--- src/rtl/xbus_pkg.sv ---
package xbus_pkg;
  typedef enum logic [1:0] {
    XM_NORMAL = 2'd0,
    XM_PAGE   = 2'd1,
    XM_EXTACK = 2'd2,
    XM_READY  = 2'd3
  } xmode_e;

  typedef enum logic [2:0] {
    ST_IDLE,
    ST_WAIT,
    ST_ACK,
    ST_TAIL,
    ST_DHOLD,
    ST_HOLD
  } xstate_e;

  function automatic logic dev_paced(input xmode_e m);
    return (m == XM_EXTACK) || (m == XM_READY);
  endfunction
endpackage

--- src/rtl/xbus_cnt.sv ---
module xbus_cnt #(
  parameter int CW = 4
) (
  input  logic          clk,
  input  logic          rst,
  input  logic          load,
  input  logic [CW-1:0] ld_val,
  input  logic          dec,
  output logic          is_zero,
  output logic          is_one
);
  logic [CW-1:0] cnt;

  always_ff @(posedge clk) begin
    if (rst)                    cnt <= '0;
    else if (load)              cnt <= ld_val;
    else if (dec && cnt != '0)  cnt <= cnt - 1'b1;
  end

  assign is_zero = (cnt == '0);
  assign is_one  = (cnt == CW'(1));

  // the sequencer never asks for a decrement below zero
  assert_cnt_no_wrap_R9: assert property (@(posedge clk) disable iff (rst)
    (dec && !load) |-> (cnt != '0));
endmodule

--- src/rtl/xbus_ackpin.sv ---
module xbus_ackpin (
  input  logic clk,
  input  logic rst,
  input  logic static_i,
  input  logic rel_d,
  input  logic low_d,
  output logic ack_o,
  output logic ack_oe
);
  always_ff @(posedge clk) begin
    if (rst) begin
      ack_oe <= !static_i;
      ack_o  <= 1'b1;
    end else begin
      ack_oe <= !static_i && !rel_d;
      ack_o  <= !(low_d && !static_i);
    end
  end

  assert_ack_pulse_one_R3: assert property (@(posedge clk) disable iff (rst)
    !ack_o |=> ack_o);
  assert_ack_low_driven_R3: assert property (@(posedge clk) disable iff (rst)
    !ack_o |-> ack_oe);
  assert_static_input_R2: assert property (@(posedge clk) disable iff (rst)
    $past(static_i) |-> !ack_oe);
endmodule

--- src/rtl/xbus_dpath.sv ---
module xbus_dpath #(
  parameter int AW = 16,
  parameter int DW = 16
) (
  input  logic          clk,
  input  logic          rst,
  input  logic          accept,
  input  logic [AW-1:0] addr_i,
  input  logic [DW-1:0] wdata_i,
  input  logic          capture,
  input  logic [DW-1:0] dq_i,
  output logic [AW-1:0] addr_o,
  output logic [DW-1:0] dq_o,
  output logic [DW-1:0] rdata
);
  always_ff @(posedge clk) begin
    if (rst) begin
      addr_o <= '0;
      dq_o   <= '0;
      rdata  <= '0;
    end else begin
      if (accept) begin
        addr_o <= addr_i;
        dq_o   <= wdata_i;
      end
      if (capture) rdata <= dq_i;
    end
  end
endmodule

--- src/rtl/xbus_cycle_ctrl.sv ---
module xbus_cycle_ctrl #(
  parameter int AW     = 16,
  parameter int DW     = 16,
  parameter int WAIT_W = 4,
  parameter int HOLD_W = 2
) (
  input  logic              clk,
  input  logic              rst,
  input  logic              cfg_static,
  input  logic [1:0]        cfg_mode,
  input  logic [WAIT_W-1:0] cfg_wait,
  input  logic [HOLD_W-1:0] cfg_hold,
  input  logic              host_req,
  input  logic              host_we,
  input  logic [AW-1:0]     host_addr,
  input  logic [DW-1:0]     host_wdata,
  output logic              host_done,
  output logic [DW-1:0]     host_rdata,
  output logic              bus_ce_n,
  output logic              bus_oe_n,
  output logic              bus_we_n,
  output logic [AW-1:0]     bus_addr,
  output logic [DW-1:0]     bus_dq_o,
  input  logic [DW-1:0]     bus_dq_i,
  output logic              bus_dq_oe,
  output logic              ack_o,
  input  logic              ack_i,
  output logic              ack_oe
);
  import xbus_pkg::*;

  localparam int CW = (WAIT_W > HOLD_W) ? WAIT_W : HOLD_W;

  xstate_e           st, st_d;
  xmode_e            ctx_mode;
  logic              ctx_we;
  logic [HOLD_W-1:0] ctx_hold;

  logic          accept, ext_c, hit, strobe_end, capture;
  logic          cnt_load, cnt_dec, cnt_zero, cnt_one;
  logic [CW-1:0] cnt_val;
  logic          nxt_we, nxt_ext, busy_d, rel_d, low_d;
  xstate_e       post_st;

  assign accept     = (st == ST_IDLE) && host_req;
  assign ext_c      = dev_paced(ctx_mode);
  assign hit        = (ctx_mode == XM_EXTACK) ? !ack_i : ack_i;
  assign strobe_end = (st == ST_ACK) || (st == ST_WAIT && ext_c && hit);
  assign capture    = strobe_end && !ctx_we;
  assign post_st    = ctx_we ? ST_TAIL : ((ctx_hold == '0) ? ST_IDLE : ST_HOLD);

  always_comb begin
    st_d     = st;
    cnt_load = 1'b0;
    cnt_val  = '0;
    cnt_dec  = 1'b0;
    case (st)
      ST_IDLE: if (host_req) begin
        st_d     = ST_WAIT;
        cnt_load = 1'b1;
        cnt_val  = CW'(cfg_wait);
      end
      ST_WAIT: begin
        if (ext_c) begin
          if (hit) st_d = post_st;
        end else if (cnt_zero) begin
          st_d = ST_ACK;
        end else begin
          cnt_dec = 1'b1;
        end
      end
      ST_ACK:   st_d = post_st;
      ST_TAIL:  st_d = ST_DHOLD;
      ST_DHOLD: st_d = (ctx_hold == '0) ? ST_IDLE : ST_HOLD;
      ST_HOLD: begin
        if (cnt_one) st_d = ST_IDLE;
        else         cnt_dec = 1'b1;
      end
      default:  st_d = ST_IDLE;
    endcase
    if (st_d == ST_HOLD && st != ST_HOLD) begin
      cnt_load = 1'b1;
      cnt_val  = CW'(ctx_hold);
    end
  end

  assign nxt_we  = accept ? host_we : ctx_we;
  assign nxt_ext = accept ? dev_paced(xmode_e'(cfg_mode)) : ext_c;
  assign busy_d  = (st_d != ST_IDLE);
  assign rel_d   = (busy_d && nxt_ext) || (!bus_ce_n && ext_c);
  assign low_d   = (st_d == ST_ACK);

  always_ff @(posedge clk) begin
    if (rst) begin
      st        <= ST_IDLE;
      ctx_mode  <= XM_NORMAL;
      ctx_we    <= 1'b0;
      ctx_hold  <= '0;
      bus_ce_n  <= 1'b1;
      bus_oe_n  <= 1'b1;
      bus_we_n  <= 1'b1;
      bus_dq_oe <= 1'b0;
      host_done <= 1'b0;
    end else begin
      st <= st_d;
      if (accept) begin
        ctx_mode <= xmode_e'(cfg_mode);
        ctx_we   <= host_we;
        ctx_hold <= cfg_hold;
      end
      bus_ce_n  <= !busy_d;
      bus_oe_n  <= !(busy_d && !nxt_we);
      bus_we_n  <= !(nxt_we && (st_d == ST_WAIT || st_d == ST_ACK || st_d == ST_TAIL));
      bus_dq_oe <= busy_d && nxt_we;
      host_done <= !busy_d && (st != ST_IDLE);
    end
  end

  xbus_cnt #(.CW(CW)) u_cnt (
    .clk(clk), .rst(rst), .load(cnt_load), .ld_val(cnt_val), .dec(cnt_dec),
    .is_zero(cnt_zero), .is_one(cnt_one)
  );

  xbus_ackpin u_ack (
    .clk(clk), .rst(rst), .static_i(cfg_static), .rel_d(rel_d), .low_d(low_d),
    .ack_o(ack_o), .ack_oe(ack_oe)
  );

  xbus_dpath #(.AW(AW), .DW(DW)) u_dp (
    .clk(clk), .rst(rst), .accept(accept), .addr_i(host_addr), .wdata_i(host_wdata),
    .capture(capture), .dq_i(bus_dq_i), .addr_o(bus_addr), .dq_o(bus_dq_o),
    .rdata(host_rdata)
  );

  assert_oe_within_ce_R7: assert property (@(posedge clk) disable iff (rst)
    !bus_oe_n |-> !bus_ce_n);
  assert_no_dual_strobe_R7: assert property (@(posedge clk) disable iff (rst)
    !(!bus_oe_n && !bus_we_n));
  assert_dq_within_ce_R8: assert property (@(posedge clk) disable iff (rst)
    bus_dq_oe |-> !bus_ce_n);
  assert_done_pulse_R10: assert property (@(posedge clk) disable iff (rst)
    host_done |=> !host_done);
  assert_done_after_ce_R10: assert property (@(posedge clk) disable iff (rst)
    host_done |-> (bus_ce_n && !$past(bus_ce_n)));
  assert_ack_released_ext_R4: assert property (@(posedge clk) disable iff (rst)
    (!bus_ce_n && ext_c) |-> !ack_oe);
  assert_addr_stable_R11: assert property (@(posedge clk) disable iff (rst)
    (!bus_ce_n && !$past(bus_ce_n)) |-> $stable(bus_addr));
endmodule

--- config.mk ---
export PLATFORM = sky130hd
export DESIGN_NAME = xbus_cycle_ctrl
export DESIGN_NICKNAME = d
export VERILOG_FILES = /design/src/rtl/xbus_pkg.sv /design/src/rtl/xbus_cnt.sv /design/src/rtl/xbus_ackpin.sv /design/src/rtl/xbus_dpath.sv /design/src/rtl/xbus_cycle_ctrl.sv
export SDC_FILE = /design/constraint.sdc
export NUM_CORES = 1
export LEC_CHECK = 0
export BUFFER_PORTS_ARGS = -buffer_cell sky130_fd_sc_hd__buf_2
export CORE_ASPECT_RATIO = 2
export CORE_MARGIN = 2
export CORE_UTILIZATION = 25
export DETAILED_ROUTE_END_ITERATION = 16
export GPL_ROUTABILITY_DRIVEN = 0
export GPL_TIMING_DRIVEN = 0
export HOLD_SLACK_MARGIN = 0.02
export SYNTH_ARGS = -nofsm -noshare
export SYNTH_HDL_FRONTEND = slang
export SYNTH_HIERARCHICAL = 1
export SYNTH_SLANG_ARGS = --single-unit
--- constraint.sdc ---
create_clock -name clk -period 5.65 [get_ports clk]
set_clock_uncertainty 0.2 [all_clocks]
set_input_delay 1.13 -clock clk [delete_from_list [all_inputs] [get_ports clk]]
set_output_delay 1.13 -clock clk [all_outputs]
set_load 0.05 [all_outputs]
==> flow_metrics.py <==
metrics = {
    "drt": {
        "detail-route-antenna-nets": 0,
        "wire_per_inst_um": 13.03,
        "vias": 2422,
        "first_pass_iters": 4,
        "wl_mm": 7.126,
        "remaining_drc_errors": 0,
        "initialDrtViolationCount": 70,
        "routed_via_density": 4.428,
    },
    "finish": {
        "final_cell_mix": "120 x buf_2, 67 x dfxtp_1, 62 x nor2_1, 51 x mux2i_1, 14 x nand2_1",
        "area_growth_pct": 37.63,
        "post-route-cell-area_um2": 3844,
        "fin_nets": 466,
        "layout_commonest_cell": "buf_2",
        "drive_above_1_share": 0.3735,
        "nFillCells": 1142,
        "fin_util": 0.3533,
        "antennaDiodeCount": 0,
    },
    "status": {
        "status": "finished clean",
    },
    "sta": {
        "finalCritPeriodShare": 0.5242,
        "drv_slew": 0,
        "hold_ws_ns": 0.2860,
        "worst_pin_slew_ns": 0.4851,
        "hold_violations": 0,
        "rsz0062_at_grt": "no",
        "setup_slack_ns": 2.688,
        "setup_viol_count_final": 0,
        "final.setup.tns_ns": 0,
        "min_period_ns": 2.962,
        "max_slew_margin": 0.6766,
        "fmax_mhz": 337.7,
    },
    "power_and_ir_drop": {
        "ir_drop_mv": 0.1601,
        "powerDensity_nw_per_um2": 405.6,
        "p_leak_nw": 1.777,
    },
    "cts": {
        "worstSkewPairLatency_ns": 0.32,
        "tritoncts": "built",
        "cts.clk_slew.worst_paths_ns": 0.06,
        "htree_levels": 3,
        "cts_buffers": 9,
        "clock_sinks": 67,
        "root_buffer": "clkbuf_16",
        "cts.path.max_buffers": 2,
        "holdBufCountCts": 0,
        "postCtsSetupBuffers": 0,
        "cts_resized": 0,
    },
    "place": {
        "dp_hpwl_mm": 5.606,
        "post_dp_cell_area_um2": 3548,
        "port_buffers": 116,
        "preCtsSetupSlack_ns": 2.356,
    },
    "critical_path": {
        "crit_chain": "buf_2 > xnor2_2 > a31oi_4 > o41a_1 > a21oi_1 > a21o_1 > nor3_1 > a311o_1",
        "worstPathRequired_ns": 5.66,
        "worst-setup-path-type": "primary input to register",
        "crit_path_start_kind": "primary input",
        "critPathCaptureType": "register",
        "cp_slowest_stage_delay_ns": 0.40,
        "critPathArrivalTime_ns": 2.97,
        "crit_path_max_fanout": 4,
        "slowest_stage": "o41a_1",
    },
    "logic_synthesis": {
        "yosys_warnings": 6,
        "ys_types": 44,
        "synth_fp_nets": 339,
        "synth_edf_count": 0,
        "netlist_area_um2": 2793,
        "ys_ff_latch": 67,
        "synth_ff_type": "dfxtp_1",
        "seq_area_frac_synth": 0.4803,
        "syn_area_per_cell_um2": 10.16,
        "synth_async_sr_flop_share": 0,
        "syn_inst": 275,
    },
    "floorplan": {
        "fp.dieArea_um2": 12080,
        "num_rows": 54,
        "core_um2": 10880,
        "ios": 117,
        "start_util": 0.2567,
        "die_h_um": 153.5,
        "die_w_um": 78.74,
    },
    "grt": {
        "grt_overflow_total": 0,
        "grt_pass1_vias": 2427,
        "antenna_found_initial": 0,
        "grt_usage": 0.1228,
        "grt_max_degree": 15,
        "grt_pass1_wl_mm": 11.52,
    },
    "worst_hold_path": {
        "min_path_type": "register to register",
    },
    "run": {
        "drv_cap": 0,
    },
}
path summary, 6_finish.rpt:
path              cells after the start  slack (ns)     startpoint            end
setup / recovery                      8        2.69          ack_i   u_cnt/cnt[1]
hold / removal                        2        0.29  u_dp/rdata[2]  u_dp/rdata[2]
setup reg to reg                     12        2.83   u_cnt/cnt[1]   u_cnt/cnt[2]
hold reg to reg                       2        0.29  u_dp/rdata[2]  u_dp/rdata[2]
final cells by class:
class / instances / area [um2] / share of cell area
Buffer: 15 / 148.9 / 0.03874
Clock buffer: 11 / 242.7 / 0.06315
Sequential cell: 67 / 1341 / 0.3490
Inverter: 8 / 30.03 / 0.007812
Multi-Input combinational cell: 185 / 1272 / 0.3311
Timing Repair Buffer: 116 / 580.6 / 0.1510
Tap cell: 140 / 175.2 / 0.04557
Clock inverter: 5 / 52.55 / 0.01367
stage by stage:
step	power [mW]	cells
6_report	1.559	547
2_1_floorplan	0.9154	275
4_1_cts	1.583	547
5_1_grt	1.641	547
3_5_place_dp	1.029	531
3_3_place_gp	1.020	531
flip-flops by register name, summed over array words and instances, names as in the netlist:
name	count
u_ack/ack_oe	1
host_done	1
bus_ce_n	1
st	3
u_ack/ack_o	1
ctx_mode	2
u_dp/rdata	16
bus_oe_n	1
bus_we_n	1
u_dp/dq_o	16
ctx_we	1
u_cnt/cnt	4
bus_dq_oe	1
ctx_hold	2
u_dp/addr_o	16
worst max-delay path, delay by kind of cell:
kind                   cells  cell delay (ns)
XOR/XNOR                   1             0.27
buffers and inverters      1             0.11
AND/OR/NAND/NOR            1             0.08
AO/OA/AOI/OAI              5             1.38
per-layer routing:
| layer | GRT usage | share of wire | routed length (um) |
|---|---|---|---|
| met3 | 0.02715 | 0.067 | 480 |
| met4 | 0.06349 | 0.025 | 177 |
| met2 | 0.2308 | 0.55 | 3901 |
| met5 | 0 | 0 | 0 |
| met1 | 0.1212 | 0.36 | 2567 |
cell usage after synthesis, drive strengths merged, types with 2 or more instances:
master / number / area, um2
or3: 2 / 12.51
and3: 2 / 12.51
nor2b: 2 / 12.51
nand2: 14 / 52.55
dfxtp: 67 / 1341
buf: 11 / 133.9
nor3: 6 / 30.03
a32o: 2 / 20.02
a21oi: 7 / 38.79
nand3: 3 / 15.01
ha: 2 / 25.02
nor3b: 2 / 15.01
and2b: 2 / 15.01
a21o: 2 / 15.01
mux2i: 51 / 510.5
inv: 8 / 30.03
or3b: 2 / 20.02
nor2: 62 / 232.7
clkbuf: 4 / 15.01
a311o: 2 / 20.02
nand4: 3 / 18.77
a311oi: 2 / 17.52
a31oi: 2 / 27.53
power by group:
group / switching (mW) / internal [mW] / total [mW]
Sequential: 0.0304 / 0.523 / 0.553
Clock: 0.194 / 0.351 / 0.544
Combinational: 0.295 / 0.166 / 0.461
Total: 0.519 / 1.04 / 1.56
kinds of logic (layout without fill, tap and decap cells):
kind of cell,Yosys count,count (layout),synth area share
AND/OR/NAND/NOR,106,106,0.1770
flip-flops,67,67,0.4803
multiplexers,51,51,0.1828
AO/OA/AOI/OAI,25,25,0.08110
buffers and inverters,23,155,0.06407
adder cells (fa/ha/maj),2,2,0.008959
XOR/XNOR,1,1,0.005826
(Power assumes the default switching activity.)
